**config.mk**
```make
export PLATFORM = sky130hd
export DESIGN_NAME = i2c_slave_stretch
export DESIGN_NICKNAME = d
export VERILOG_FILES = /design/src/rtl/i2cs_pkg.sv /design/src/rtl/i2cs_sync.sv /design/src/rtl/i2cs_cond.sv /design/src/rtl/i2cs_fsm.sv /design/src/rtl/i2c_slave_stretch.sv
export SDC_FILE = /design/constraint.sdc
export NUM_CORES = 1
export LEC_CHECK = 0
export BUFFER_PORTS_ARGS = -buffer_cell sky130_fd_sc_hd__buf_2
export CORE_UTILIZATION = 60
export DETAILED_ROUTE_END_ITERATION = 10
export PLACE_DENSITY = 0.88
export SYNTH_ARGS = -nofsm -noshare
export SYNTH_HDL_FRONTEND = slang
export SYNTH_SLANG_ARGS = --single-unit
```
**constraint.sdc**
```tcl
create_clock -name clk -period 2.2 [get_ports clk]
set_input_delay 0.11 -clock clk [delete_from_list [all_inputs] [get_ports clk]]
set_output_delay 0.11 -clock clk [all_outputs]
set_load 0.05 [all_outputs]
```
**src/rtl/i2cs_pkg.sv**
```systemverilog
package i2cs_pkg;
  localparam int unsigned ADDR_W = 7;
  localparam int unsigned BYTE_W = ADDR_W + 1;
  localparam int unsigned CNT_W  = $clog2(BYTE_W + 1);
  localparam logic [CNT_W-1:0] CNT_FULL = CNT_W'(BYTE_W);

  typedef enum logic [3:0] {
    ST_IDLE,
    ST_ADDR,
    ST_AACK,
    ST_HOLD,
    ST_RX,
    ST_RACK,
    ST_TX,
    ST_TACK,
    ST_MUTE
  } st_e;
endpackage

```
**src/rtl/i2cs_sync.sv**
```systemverilog
module i2cs_sync #(
  parameter int unsigned STAGES = 2,
  parameter int unsigned WIDTH  = 2
) (
  input  logic             clk,
  input  logic             rst_n,
  input  logic [WIDTH-1:0] d,
  output logic [WIDTH-1:0] q
);
  for (genvar b = 0; b < WIDTH; b++) begin : g_bit
    logic [STAGES-1:0] chain;
    always_ff @(posedge clk or negedge rst_n) begin
      if (!rst_n) chain <= '1;
      else        chain <= {chain[STAGES-2:0], d[b]};
    end
    assign q[b] = chain[STAGES-1];
  end
endmodule

```
**src/rtl/i2cs_cond.sv**
```systemverilog
module i2cs_cond (
  input  logic clk,
  input  logic rst_n,
  input  logic scl_s,
  input  logic sda_s,
  output logic scl_rise,
  output logic scl_fall,
  output logic start_det,
  output logic stop_det
);
  logic scl_q, sda_q;

  always_ff @(posedge clk or negedge rst_n) begin
    if (!rst_n) begin
      scl_q <= 1'b1;
      sda_q <= 1'b1;
    end else begin
      scl_q <= scl_s;
      sda_q <= sda_s;
    end
  end

  always_comb begin
    scl_rise  = scl_s & ~scl_q;
    scl_fall  = ~scl_s & scl_q;
    start_det = scl_s & scl_q & sda_q & ~sda_s;
    stop_det  = scl_s & scl_q & ~sda_q & sda_s;
  end
endmodule

```
**src/rtl/i2cs_fsm.sv**
```systemverilog
module i2cs_fsm
  import i2cs_pkg::*;
(
  input  logic              clk,
  input  logic              rst_n,
  input  logic              en,
  input  logic              tx_mode,
  input  logic              ack_val,
  input  logic [ADDR_W-1:0] own_addr,
  input  logic [BYTE_W-1:0] dr_wdata,
  input  logic              dr_wr,
  input  logic              dr_rd,
  input  logic              sda_s,
  input  logic              scl_rise,
  input  logic              scl_fall,
  input  logic              start_det,
  input  logic              stop_det,
  output logic              sda_drv,
  output logic              scl_hold,
  output logic [BYTE_W-1:0] rdata,
  output logic              rw,
  output logic              hit,
  output logic              nack,
  output logic              busy
);
  st_e               st, n_st;
  logic [CNT_W-1:0]  cnt, n_cnt;
  logic [BYTE_W-1:0] sr, n_sr, n_rdata;
  logic              n_rw, n_hit, n_nack, n_busy, n_sda, n_hold;
  logic              service;

  assign service = tx_mode ? dr_wr : dr_rd;

  always_comb begin
    n_st    = st;
    n_cnt   = cnt;
    n_sr    = sr;
    n_rdata = rdata;
    n_rw    = rw;
    n_hit   = hit;
    n_nack  = nack;
    n_busy  = busy;
    n_sda   = sda_drv;
    n_hold  = scl_hold;
    if (!en) begin
      n_st   = ST_IDLE;
      n_cnt  = '0;
      n_busy = 1'b0;
      n_sda  = 1'b0;
      n_hold = 1'b0;
    end else if (stop_det) begin
      n_st   = ST_IDLE;
      n_busy = 1'b0;
      n_sda  = 1'b0;
      n_hold = 1'b0;
    end else if (start_det) begin
      n_st   = ST_ADDR;
      n_cnt  = '0;
      n_busy = 1'b1;
      n_sda  = 1'b0;
      n_hold = 1'b0;
    end else begin
      unique case (st)
        ST_ADDR: begin
          if (scl_rise) begin
            n_sr  = {sr[BYTE_W-2:0], sda_s};
            n_cnt = cnt + 1'b1;
          end else if (scl_fall && cnt == CNT_FULL) begin
            if (sr[BYTE_W-1:1] == own_addr) begin
              n_rw  = sr[0];
              n_hit = 1'b1;
              n_sda = 1'b1;
              n_st  = ST_AACK;
            end else begin
              n_st  = ST_MUTE;
            end
          end
        end
        ST_AACK: begin
          if (scl_fall) begin
            n_sda  = 1'b0;
            n_hold = 1'b1;
            n_st   = ST_HOLD;
          end
        end
        ST_HOLD: begin
          if (service) begin
            n_hold = 1'b0;
            n_cnt  = '0;
            if (tx_mode) begin
              n_sr  = dr_wdata;
              n_sda = ~dr_wdata[BYTE_W-1];
              n_st  = ST_TX;
            end else begin
              n_st  = ST_RX;
            end
          end
        end
        ST_RX: begin
          if (scl_rise) begin
            n_sr  = {sr[BYTE_W-2:0], sda_s};
            n_cnt = cnt + 1'b1;
          end else if (scl_fall && cnt == CNT_FULL) begin
            n_rdata = sr;
            n_sda   = ~ack_val;
            n_st    = ST_RACK;
          end
        end
        ST_RACK: begin
          if (scl_fall) begin
            n_sda  = 1'b0;
            n_hold = 1'b1;
            n_hit  = 1'b0;
            n_st   = ST_HOLD;
          end
        end
        ST_TX: begin
          if (scl_rise) begin
            n_cnt = cnt + 1'b1;
          end else if (scl_fall) begin
            if (cnt == CNT_FULL) begin
              n_sda = 1'b0;
              n_st  = ST_TACK;
            end else begin
              n_sr  = {sr[BYTE_W-2:0], 1'b0};
              n_sda = ~sr[BYTE_W-2];
            end
          end
        end
        ST_TACK: begin
          if (scl_rise) begin
            n_nack = sda_s;
          end else if (scl_fall) begin
            if (nack) begin
              n_st   = ST_MUTE;
            end else begin
              n_hold = 1'b1;
              n_hit  = 1'b0;
              n_st   = ST_HOLD;
            end
          end
        end
        default: ;
      endcase
    end
  end

  always_ff @(posedge clk or negedge rst_n) begin
    if (!rst_n) begin
      st       <= ST_IDLE;
      cnt      <= '0;
      sr       <= '0;
      rdata    <= '0;
      rw       <= 1'b0;
      hit      <= 1'b0;
      nack     <= 1'b0;
      busy     <= 1'b0;
      sda_drv  <= 1'b0;
      scl_hold <= 1'b0;
    end else begin
      st       <= n_st;
      cnt      <= n_cnt;
      sr       <= n_sr;
      rdata    <= n_rdata;
      rw       <= n_rw;
      hit      <= n_hit;
      nack     <= n_nack;
      busy     <= n_busy;
      sda_drv  <= n_sda;
      scl_hold <= n_hold;
    end
  end
endmodule

```
**src/rtl/i2c_slave_stretch.sv**
```systemverilog
module i2c_slave_stretch
  import i2cs_pkg::*;
#(
  parameter int unsigned SYNC_STAGES = 2
) (
  input  logic              clk,
  input  logic              rst_n,
  input  logic              scl_i,
  input  logic              sda_i,
  output logic              scl_oe,
  output logic              sda_oe,
  input  logic              en,
  input  logic              tx_mode,
  input  logic              ack_val,
  input  logic [ADDR_W-1:0] own_addr,
  input  logic [BYTE_W-1:0] dr_wdata,
  input  logic              dr_wr,
  input  logic              dr_rd,
  output logic [BYTE_W-1:0] dr_rdata,
  output logic              rw_flag,
  output logic              addr_hit,
  output logic              rx_nack,
  output logic              bus_busy,
  output logic              irq
);
  logic [1:0] rst_pipe;
  logic       rst_core_n;
  logic [1:0] line_s;
  logic       scl_rise, scl_fall, start_det, stop_det;
  logic       hold;

  always_ff @(posedge clk or negedge rst_n) begin
    if (!rst_n) rst_pipe <= 2'b00;
    else        rst_pipe <= {rst_pipe[0], 1'b1};
  end
  assign rst_core_n = rst_pipe[1];

  i2cs_sync #(.STAGES(SYNC_STAGES), .WIDTH(2)) u_sync (
    .clk(clk), .rst_n(rst_core_n), .d({scl_i, sda_i}), .q(line_s)
  );

  i2cs_cond u_cond (
    .clk(clk), .rst_n(rst_core_n), .scl_s(line_s[1]), .sda_s(line_s[0]),
    .scl_rise(scl_rise), .scl_fall(scl_fall),
    .start_det(start_det), .stop_det(stop_det)
  );

  i2cs_fsm u_fsm (
    .clk(clk), .rst_n(rst_core_n), .en(en), .tx_mode(tx_mode),
    .ack_val(ack_val), .own_addr(own_addr), .dr_wdata(dr_wdata),
    .dr_wr(dr_wr), .dr_rd(dr_rd), .sda_s(line_s[0]),
    .scl_rise(scl_rise), .scl_fall(scl_fall),
    .start_det(start_det), .stop_det(stop_det),
    .sda_drv(sda_oe), .scl_hold(hold), .rdata(dr_rdata),
    .rw(rw_flag), .hit(addr_hit), .nack(rx_nack), .busy(bus_busy)
  );

  assign scl_oe = hold;
  assign irq    = hold;
endmodule

```
==> results.py <==
metrics = {
    "logic_synthesis": {
        "synth_top_area_cell": "dfrtp_1",
        "synthTopCellsByArea": "dfrtp_1 36%, mux2_2 13%, dfstp_2 7.0%, xnor2_1 3.5%, a21oi_1 3.1%",
        "synth_most_common_cell": "dfrtp_1",
        "synth.top_cell.area_share_pct": 35.67,
        "synth_area_mm2": 0.002245,
        "synthCells": 218,
        "ys_seq_area_share_pct": 42.70,
        "ys_types": 55,
        "synth_fp_nets": 244,
        "yosys_warnings": 0,
        "avgSynthCellArea_um2": 10.30,
        "synth_common_cells": "32 x dfrtp_1, 25 x mux2_2, 14 x a21oi_1",
        "ys_seq_elements": 38,
        "synthArstFlopShare_pct": 100.0,
        "synth_flop_cell": "dfrtp_1",
        "synth_edf_count": 0,
    },
    "drt": {
        "num_vias": 1972,
        "wl_per_cell_um": 17.52,
        "via_per_inst": 6.182,
        "routed_wl_um": 5590,
        "antenna_left": 0,
        "drt_iter0_drc": 142,
        "drc_errors": 0,
        "firstDrtPassIters": 4,
    },
    "floorplanning": {
        "die-area_mm2": 0.003990,
        "core_area_mm2": 0.003468,
        "die_w_um": 63.17,
        "pin_count": 39,
        "std_cell_rows": 21,
        "fp.dieH_um": 63.17,
        "initial_core_util_pct": 64.72,
    },
    "critical_path": {
        "rrSetupSlack_ps": 120,
        "worstSetupPathType": "flop to flop",
        "worst_ep_arrival_time_ps": 2250,
        "rr_endpoint": "u_fsm.sr[4]",
        "r2r_cells": 8,
        "cp-end-kind": "flop",
        "required_ps": 2370,
        "startpoint_type": "flop",
        "crit_fanout": 8,
        "r2r_start": "u_fsm.cnt[0]",
    },
    "sta": {
        "fin_ws_ps": 124.2,
        "final_max_slew_viol_count": 0,
        "worst_pin_slew_ps": 577.6,
        "relSlewSlack_pct": 61.50,
        "fin_crit_sh_pct": 94.36,
        "finalHoldViolations": 0,
        "min_period_ps": 2076,
        "finalClockSkew_ps": 3.299,
        "fmax_mhz": 481.7,
        "setup_tns_ps": 0,
        "rsz0062_at_grt": "no",
        "setup_viol": 0,
    },
    "global_routing": {
        "grt_usage_pct": 30.84,
        "grt_overflow_total": 0,
        "grt_start_max_net_pins": 26,
        "grt_pass1_vias": 1900,
        "grt_first_pass_wirelength_um": 9349,
        "antenna_found_initial": 0,
    },
    "placed_design": {
        "place_ws_ps": 114.1,
        "hpwl_um": 4244,
        "place.gp.congestion": 0.9754,
        "place_inst": 307,
        "io_buffers": 38,
    },
    "power": {
        "report.power.total_mw": 1.763,
        "power.density_mw_per_mm2": 655.1,
        "p_leak_nw": 1.217,
        "vdd.ir_drop.worst_uv": 550.5,
    },
    "run_status": {
        "outcome": "finished, final reports clean",
    },
    "clock_tree": {
        "cts_buffers": 5,
        "cts_num_sinks": 38,
        "h-tree-depth": 2,
        "cts_max_path_buffers": 2,
        "cts_root_buf": "clkbuf_8",
        "cts_tree": "yes",
        "path_clk_slew_ps": 70,
        "clock_latency_ps": 280,
    },
    "cells_and_area": {
        "fin_cells": 319,
        "final_layout_size_suffix_gt1_share_pct": 38.10,
        "final_nets": 298,
        "antenna_cells": 0,
        "utilization_pct": 77.60,
        "areaGrowthSynthToFinish_pct": 19.90,
    },
    "job": {
        "drv_cap": 0,
    },
    "min_path": {
        "hold_path_class": "input port to asynchronous set/reset pin",
    },
}
## layout by cell type, fill, tap and decap left out, drive strengths merged, types with 3 or more instances in the layout
cell,count
buf,55
dfrtp,32
mux2,25
o21ai,16
a21oi,14
nor2,13
nand2,12
xnor2,9
nand3,8
inv,7
clkbuf,7
dfstp,6
o21a,5
nand4,4
and2,4
nand2b,3
a211oi,3
nor3,3
dlygate4sd3,3
a311oi,3
a2111oi,3
## critical path, stage by stage (launching register included)
cell	delay [ps]
dfrtp_1	410
inv_1	60
ha_1	180
and3b_1	230
o21ai_1	190
a21oi_1	120
a2111oi_4	190
buf_4	230
mux2_2	360
## layout make-up
cell class / instances / area [um^2]
flip-flops and latches: 38 / 958.4
multi-input cells: 162 / 1197
well taps: 46 / 57.56
repair buffers: 58 / 360.3
fillers: 259 / 777.0
clock inverters: 1 / 5.005
clock buffers: 7 / 86.33
inverters: 7 / 26.28
## per-stage QoR
stage	instance area, um^2	hold slack [ps]
after floorplan	2245	-185.6
after global placement	2561	-105.5
after detailed placement	2561	-103.1
after CTS	2683	125.2
after global routing	2691	132.8
final	2691	142.3
## flip-flops by register name (all words and copies together) (netlist names)
name / flops
u_fsm.nack: 1
u_fsm.rw: 1
rst_pipe: 2
u_fsm.scl_hold: 1
u_sync.g_bit.chain: 4
u_fsm.sr: 8
u_fsm.busy: 1
u_fsm.hit: 1
u_cond.scl_q: 1
u_fsm.sda_drv: 1
u_cond.sda_q: 1
u_fsm.rdata: 8
u_fsm.cnt: 4
u_fsm.st: 4
## worst max-delay path by stage
stage	from	end	depth (start not counted)
floorplan	u_fsm.cnt[0]	u_fsm.sr[0]	7
global placement	u_fsm.cnt[0]	u_fsm.rdata[7]	6
detailed placement	u_fsm.cnt[0]	u_fsm.rdata[4]	6
CTS	u_fsm.cnt[0]	u_fsm.rdata[4]	6
global route	u_fsm.cnt[0]	u_fsm.sr[4]	8
finish	u_fsm.cnt[0]	u_fsm.sr[4]	8
## logic make-up after synthesis
kind of cell | after synthesis | synth area share, %
xor+xnor | 9 | 3.512
mux | 27 | 13.43
fa+ha+maj | 2 | 1.115
flops | 38 | 42.70
buf+inv | 18 | 4.014
compound gates | 64 | 21.02
other cells | 1 | 0.1671
simple gates | 59 | 14.05
## metal layers
layer	routed length (um)	global-route usage, %
met1	2324	40.36
met4	115	11.34
met5	0	0
met3	366	7.246
met2	2784	49.60
## where the power goes
group | switching, mW | internal [mW]
clock | 0.233 | 0.253
sequential | 0.0971 | 0.768
combinational | 0.209 | 0.203
total | 0.539 | 1.22
## repair_timing
action                     4_1_cts  5_1_grt
setup endpoints to repair        0        9
hold buffers                     3        0
buffers inserted                 0        1
gates resized for setup          0        1
hold endpoints to repair         4        0
Power figures use the tool's default switching activity.
